--- src/rtl/scsi_cmd_engine.sv ---
module scsi_cmd_engine #(
  parameter int REG_W  = 16,
  parameter int ID_W   = 3,
  parameter int DATA_W = 8,
  parameter int CNT_W  = 3,
  parameter int PH_LO  = 4,
  parameter int PH_W   = 3,
  parameter int DP_W   = 2
) (
  input  logic              clk,
  input  logic              rst_n,
  input  logic              tick_en,
  input  logic              cmd_wr,
  input  logic              sel_won,
  input  logic [REG_W-1:0]  cmd_q,
  input  logic [REG_W-1:0]  cst_q,
  input  logic [REG_W-1:0]  dst_q,
  input  logic [ID_W-1:0]   sel_id,
  input  logic [DATA_W-1:0] data_q,
  output logic [REG_W-1:0]  cmd_clr,
  output logic [REG_W-1:0]  cst_set,
  output logic [REG_W-1:0]  cst_clr,
  output logic [REG_W-1:0]  dst_set,
  output logic [REG_W-1:0]  dst_clr,
  output logic              tx_vld,
  output logic [DATA_W-1:0] tx_byte,
  output logic              dma_pend,
  output logic              unsup,
  output logic              linked,
  output logic [ID_W-1:0]   link_id
);

  localparam int B_XFER = 7;
  localparam int B_SEL  = 8;
  localparam int B_DISC = 9;
  localparam int B_CRST = 10;
  localparam int B_TREQ = 11;
  localparam int B_DMA  = 12;
  localparam int S_SIP  = 8;
  localparam int S_CONN = 9;
  localparam int S_SCHG = 10;
  localparam int D_TXE  = 6;
  localparam logic [CNT_W-1:0] CNT_ONE = 1;

  logic              wr_d;
  logic [ID_W-1:0]   pend_id;
  logic              eval;
  logic [CNT_W-1:0]  cnt_eff;
  logic              do_disc, do_sel, do_xfer;
  logic              sip_eff, ph_match, go;
  logic              won_ok;
  logic              unused_bits;

  assign eval    = tick_en | wr_d;
  assign cnt_eff = tick_en ? dst_q[CNT_W-1:0] + CNT_ONE : dst_q[CNT_W-1:0];
  assign do_disc = eval & cmd_q[B_DISC];
  assign do_sel  = eval & cmd_q[B_SEL];
  assign do_xfer = eval & cmd_q[B_XFER];
  assign sip_eff = cmd_q[B_SEL] | (~cmd_q[B_DISC] & cst_q[S_SIP]);
  assign ph_match = (cmd_q[PH_LO +: PH_W] == cst_q[PH_LO +: PH_W]) &&
                    (cmd_q[DP_W-1:0] == cnt_eff[DP_W-1:0]);
  assign go       = do_xfer & ph_match & ~sip_eff;
  assign won_ok   = sel_won & ~eval & cst_q[S_SIP];
  assign tx_vld   = go & ~cmd_q[B_DMA];
  assign dma_pend = go & cmd_q[B_DMA];
  assign tx_byte  = data_q;
  assign unsup    = eval & (cmd_q[B_CRST] | cmd_q[B_TREQ]);
  assign unused_bits = ^{cmd_q, cst_q, dst_q};

  always_comb begin
    cmd_clr = '0;
    cst_set = '0;
    cst_clr = '0;
    dst_set = '0;
    dst_clr = '0;
    if (tick_en) begin
      dst_clr[CNT_W-1:0] = '1;
      dst_set[CNT_W-1:0] = cnt_eff;
    end
    if (do_disc) begin
      cmd_clr[B_DISC] = 1'b1;
      cst_clr[S_CONN] = 1'b1;
      cst_clr[S_SIP]  = 1'b1;
      if (linked) cst_set[S_SCHG] = 1'b1;
    end
    if (do_sel) begin
      cmd_clr[B_SEL] = 1'b1;
      cst_set[S_SIP] = 1'b1;
    end
    if (tx_vld) begin
      cmd_clr[B_XFER] = 1'b1;
      dst_set[D_TXE]  = 1'b1;
    end
    if (won_ok) begin
      cst_set[S_CONN] = 1'b1;
      cst_set[S_SCHG] = 1'b1;
      cst_clr[S_SIP]  = 1'b1;
    end
  end

  always_ff @(posedge clk) begin
    if (!rst_n) begin
      wr_d    <= 1'b0;
      linked  <= 1'b0;
      link_id <= '0;
      pend_id <= '0;
    end else begin
      wr_d <= cmd_wr;
      if (eval) begin
        if (do_disc) linked <= 1'b0;
        if (do_sel) begin
          linked  <= 1'b0;
          link_id <= '0;
          pend_id <= sel_id;
        end
      end else if (won_ok) begin
        linked  <= 1'b1;
        link_id <= pend_id;
      end
    end
  end

  p_disc_unlinks_r2: assert property (@(posedge clk) disable iff (!rst_n)
    (eval && cmd_q[B_DISC]) |=> !linked);

  p_sel_clears_link_r3: assert property (@(posedge clk) disable iff (!rst_n)
    (eval && cmd_q[B_SEL]) |=> (!linked && link_id == '0));

  p_xfer_gated_r4: assert property (@(posedge clk) disable iff (!rst_n)
    tx_vld |-> (cmd_q[PH_LO +: PH_W] == cst_q[PH_LO +: PH_W] && !cmd_q[B_SEL] &&
                (cmd_q[B_DISC] || !cst_q[S_SIP])));

  p_pio_done_r5: assert property (@(posedge clk) disable iff (!rst_n)
    tx_vld |-> (!cmd_q[B_DMA] && cmd_clr[B_XFER] && dst_set[D_TXE]));

  p_dma_held_r6: assert property (@(posedge clk) disable iff (!rst_n)
    dma_pend |-> (!cmd_clr[B_XFER] && !tx_vld));

  p_cnt_step_r7: assert property (@(posedge clk) disable iff (!rst_n)
    tick_en |-> (dst_set[CNT_W-1:0] == dst_q[CNT_W-1:0] + CNT_ONE));

  p_idle_quiet_r8: assert property (@(posedge clk) disable iff (!rst_n)
    (!tick_en && !$past(cmd_wr)) |-> (cmd_clr == '0 && !tx_vld && !dma_pend));

  p_schg_moves_link_r10: assert property (@(posedge clk) disable iff (!rst_n)
    cst_set[S_SCHG] |=> (linked != $past(linked)));

endmodule

--- config.mk ---
export PLATFORM = sky130hd
export DESIGN_NAME = scsi_cmd_engine
export DESIGN_NICKNAME = d
export VERILOG_FILES = /design/src/rtl/scsi_cmd_engine.sv
export SDC_FILE = /design/constraint.sdc
export NUM_CORES = 1
export LEC_CHECK = 0
export ABC_AREA = 1
export CAP_MARGIN = 20
export CORE_ASPECT_RATIO = 0.5
export CORE_MARGIN = 8
export CORE_UTILIZATION = 25
export CTS_CLUSTER_SIZE = 8
export DETAILED_ROUTE_END_ITERATION = 8
export HOLD_SLACK_MARGIN = 0.15
export PLACE_DENSITY = 0.91
export SYNTH_ARGS = -nofsm -noshare
export SYNTH_HDL_FRONTEND = slang
export SYNTH_SLANG_ARGS = --single-unit
--- constraint.sdc ---
create_clock -name clk -period 1.6 [get_ports clk]
set_input_delay 0.32 -clock clk [delete_from_list [all_inputs] [get_ports clk]]
set_output_delay 0.32 -clock clk [all_outputs]
set_load 0.01 [all_outputs]
Word-level counts from Yosys, hierarchy flattened --
Index checks and enable logic that the tools add are counted.
Cells by class: equality and inequality tests 4, reductions and logical operators 5, add/subtract/negate cells 1, muxes and demuxes 18, bitwise gates (word level) 18
Operator list (count):
- two-way mux 3 bit | 6
- AND 1 bit | 11
- two-way mux 1 bit | 10
- AND reduction 2 bit | 3
- two-way mux 2 bit | 2
- NOT 1 bit | 4
- adder 3 x 1 -> 3 bit, second input constant | 1
- == test 3 bit | 1
- != test 3 x 1 -> 1 bit, second input constant | 1
- OR 1 bit | 3
- == test 2 bit | 1
- != test 2 x 1 -> 1 bit, second input constant | 1
- nonzero test 2 bit | 1
- logical AND 1 bit | 1
Word-level totals: output and inout port bits 95, register bits after elaboration 8, input port bits 64, logic and storage cells 50

Logic depth before layout (Yosys ltp) --
Gate-level depths: netlist of the first run.
depth in word-level cells 8, gate-level depth with buffers 9

Least setup slack after synthesis of the first run --
No wires, ideal clock.
kind input to output, start point in dst_q[0], end point out cmd_clr[7], setup slack -0.193 ns, cell stages on the path 8, data arrival time 1.473 ns, path buffers 1, data required time 1.280 ns, cell sequence inv_1 > ha_1 > nand2_1 > nand2_1 > nor2_1 > nand2_1 > nor3_1 > buf_4
On the way: word-level cells in the longest chain between the ends 8
RTL lines:
- start, declared | line 17 | input logic [REG_W-1:0] dst_q,
- adder 3 x 1 -> 3 bit | line 55 | assign cnt_eff = tick_en ? dst_q[CNT_W-1:0] + CNT_ONE : dst_q[CNT_W-1:0];
- two-way mux 3 bit (*) | line 55
- == test 2 bit (*) | line 61 | (cmd_q[DP_W-1:0] == cnt_eff[DP_W-1:0]);
- logical AND 1 bit (*) | line 60 | assign ph_match = (cmd_q[PH_LO +: PH_W] == cst_q[PH_LO +: PH_W]) &&
- AND 1 bit (*) (2 in a row) | line 62 | assign go = do_xfer & ph_match & ~sip_eff;
- AND 1 bit (*) | line 64 | assign tx_vld = go & ~cmd_q[B_DMA];
- via tx_vld | line 25 | output logic tx_vld,
- two-way mux 1 bit (*) | line 90 | if (tx_vld) begin
- end, declared | line 20 | output logic [REG_W-1:0] cmd_clr,
Mark *: on every way through the listed nets, which the timed path passes. The rest lies on a longest branch.

Final worst setup path of the first run --
start point in dst_q[0], end point out cmd_clr[7]
On the way: word-level cells in the longest chain between the ends 8
RTL lines (line):
- adder 3 x 1 -> 3 bit | 55
- two-way mux 3 bit (*) | 55
- == test 2 bit (*) | 61
- logical AND 1 bit (*) | 60
- AND 1 bit (*) (2 in a row) | 62
- AND 1 bit (*) | 64
- two-way mux 1 bit (*) | 90
Every way passes the cells marked *; elsewhere a longest branch is shown, timed or not.

==> run metrics, run 1 <==
fmax 606 MHz; row cnt 17; Avg Cell Area, Syn 6.64 um2; mapped cell area 1180 um2; GR Util met3 0.0222; DP HPWL 2640 um; total wire length 2950 um; DR vias 903; first-pass GRT wire length 4610 um; WP data required 1280 ps; period utilization 1.03; CTS Root Cell clkbuf_8; startpoint types input port; largest net degree at the start of global routing 8; Post-Place Cell Area 1410 um2; launch point of the worst path dst_q[0]; # diodes 0; CP Capture Type output pin; RD Place Congestion 0.741; Placement Setup Slack -987 ps; sequential element share of the synthesized area 0.136; clk buf depth 2; initial antenna violation count 0; GR Overflow Total 0; Skew-Pair Late Insertion Delay 230 ps; synthesized netlist cell count 177; GR peak layer met2; final core utilization 0.329; CTS hold repair buffers 0; # IOs 159; vias in the first global route 945; CP max FO 3; clock sinks 8; WL/cell 10.7 um; reg-to-reg startpoint wr_d; status complete, but fails checks; # port buffers 47; CP arrival 1330 ps; final setup margin -50.9 ps; Max-Cap Viols 0; CTS tree yes; maximum vdd drop 0.262 mV; worst hold path startpoint pend_id[0]; GRT Total Usage 0.0786; Synth cell types 17; Final #Nets 286; Yosys reg bits 8; DRC 0; failing checks setup timing; Pre-Repair DR Iteration Count 4; Die W 113 um; clk slew on worst S/H paths 40 ps; Final Hold Vio Count 0; Lkg Pwr 0.000835 uW; share of cells above drive strength 1 0.202; floorplan core area 4470 um2; fin crit period 1650 ps; DR iter-0 viols 33; M1 GR Usage 0.0572; Starting Density 0.263; Hold Crit Depth 2; Worst Hold Class register to register; H-tree lvl count 1; Worst Skew 1.86 ps; Die Ht 64.5 um; # setup viols final 4; CTS Buf Count 3; post-route design area 1470 um2; RSZ-0062 raised after global routing yes; DRT antenna net count 0; met2 Use GR 0.172; worst reg2reg path depth 8; via/cell ratio 3.28; crit path kind input port to output pin; Syn-to-layout area delta 25.1%; die area 7290 um2; Syn. warnings 0; fin. max-slew vios 0; Power Density 517 nW/um2; Fin Hold WS 467 ps
## layout make-up
cell class	instances	area, um2
fillers	483	3000
multi-input cells	127	611
repair buffers	57	499
flip-flops and latches	8	160
inverters	23	88.8
well taps	57	71.3
clock buffers	3	41.3
## repair_timing
item	CTS	global route
endpoints found under the setup margin	18	12
gates resized for setup	74	13
gates cloned	0	0
setup buffers	1	0
pin swaps	15	7
## cell usage in the layout (no fill, tap or decap)
| cell | synthesis | routed |
|---|---|---|
| inv_2 | 2 | 4 |
| nand2_4 | 2 | 2 |
| nand3_1 | 5 | 4 |
| clkdlybuf4s15_1 | 0 | 4 |
| clkbuf_8 | 0 | 3 |
| inv_4 | 0 | 1 |
| nand2_1 | 25 | 22 |
| buf_2 | 0 | 6 |
| dlygate4sd2_1 | 0 | 14 |
| nor3_2 | 0 | 1 |
| nor2_1 | 12 | 10 |
| a21oi_1 | 5 | 5 |
| buf_4 | 83 | 9 |
| nand3_2 | 0 | 1 |
| nor3_4 | 0 | 1 |
| o21ai_0 | 5 | 4 |
| nor2_4 | 1 | 2 |
| nor2_2 | 1 | 2 |
| nand3b_1 | 1 | 1 |
| dfxtp_1 | 8 | 8 |
| o21ai_1 | 0 | 1 |
| buf_6 | 0 | 3 |
| ha_4 | 0 | 2 |
| inv_1 | 21 | 18 |
| nand2_2 | 1 | 4 |
| clkbuf_2 | 0 | 2 |
| conb_1 | 1 | 65 |
| buf_8 | 0 | 1 |
| clkdlybuf4s50_1 | 0 | 18 |
## cells in the mapped netlist
cell type  instances  share of area
o21ai_0            5          0.021
nor3_1             2         0.0085
nor2_1            12          0.038
inv_1             21          0.067
nand2_2            1         0.0053
nand2_4            2          0.019
nand3_1            5          0.021
nand2_1           25          0.080
inv_2              2         0.0064
nand3b_1           1         0.0064
ha_1               2          0.021
dfxtp_1            8           0.14
a21oi_1            5          0.021
nor2_4             1         0.0096
conb_1             1         0.0032
nor2_2             1         0.0053
buf_4             83           0.53
## state kept, by name, indices dropped and copies added (netlist names)
register,count
link_id,3
pend_id,3
linked,1
wr_d,1
## worst max-delay path, stage by stage
cell and delay [ps]:
buf_8 80, inv_4 30, ha_4 250, inv_2 30
nand2_1 40, nand2_1 50, nor2_2 90, nand2_2 90
nor3_4 180, buf_2 160
## path summary, 6_finish.rpt
kind	endpoint	slack [ps]
worst min-delay path	link_id[0]	470
worst max-delay path	cmd_clr[7]	-50
worst min register to register	link_id[0]	470
worst max register to register	link_id[2]	420
## per-stage QoR
stage	power [uW]	setup TNS, ps	instances
after floorplan	520	-26.5	241
after global placement	509	-11190	271
after detailed placement	514	-12060	271
after CTS	755	-421	275
after global routing	818	-517	275
final	761	-160	275
## per-layer routing
metal | share of wire | up-vias
met5 | 0 | -
met4 | 0.024 | 0
met3 | 0.070 | 4
met2 | 0.63 | 36
met1 | 0.27 | 398
li1 | - | 465
## kinds of logic (layout without fill, tap and decap cells)
kind of cell / count (synthesis) / count (layout) / synth area share
AOI/OAI and AO/OA: 10 / 10 / 0.0425
adders and majority gates: 2 / 2 / 0.0213
buffers and inverters: 106 / 83 / 0.603
DFF: 8 / 8 / 0.136
other: 1 / 65 / 0.00319
and+or+nand+nor: 50 / 50 / 0.194
## report_power, final
group          total (uW)  switching (uW)  internal, uW
Clock                 244            80.6           163
Combinational         305             180           125
Sequential            213            3.83           209
No activity file was read; power rests on OpenSTA's default activity.
==> inputs of run 2 (changes only) <==
--- a/config.mk
+++ b/config.mk
@@ -6,7 +6,7 @@
 export NUM_CORES = 1
 export LEC_CHECK = 0
 export ABC_AREA = 1
-export CAP_MARGIN = 20
+export CAP_MARGIN = 15
 export CORE_ASPECT_RATIO = 0.5
 export CORE_MARGIN = 8
 export CORE_UTILIZATION = 25
==> results of run 2 <==
Final layout, timing and power as in run 1 (identical DEF).
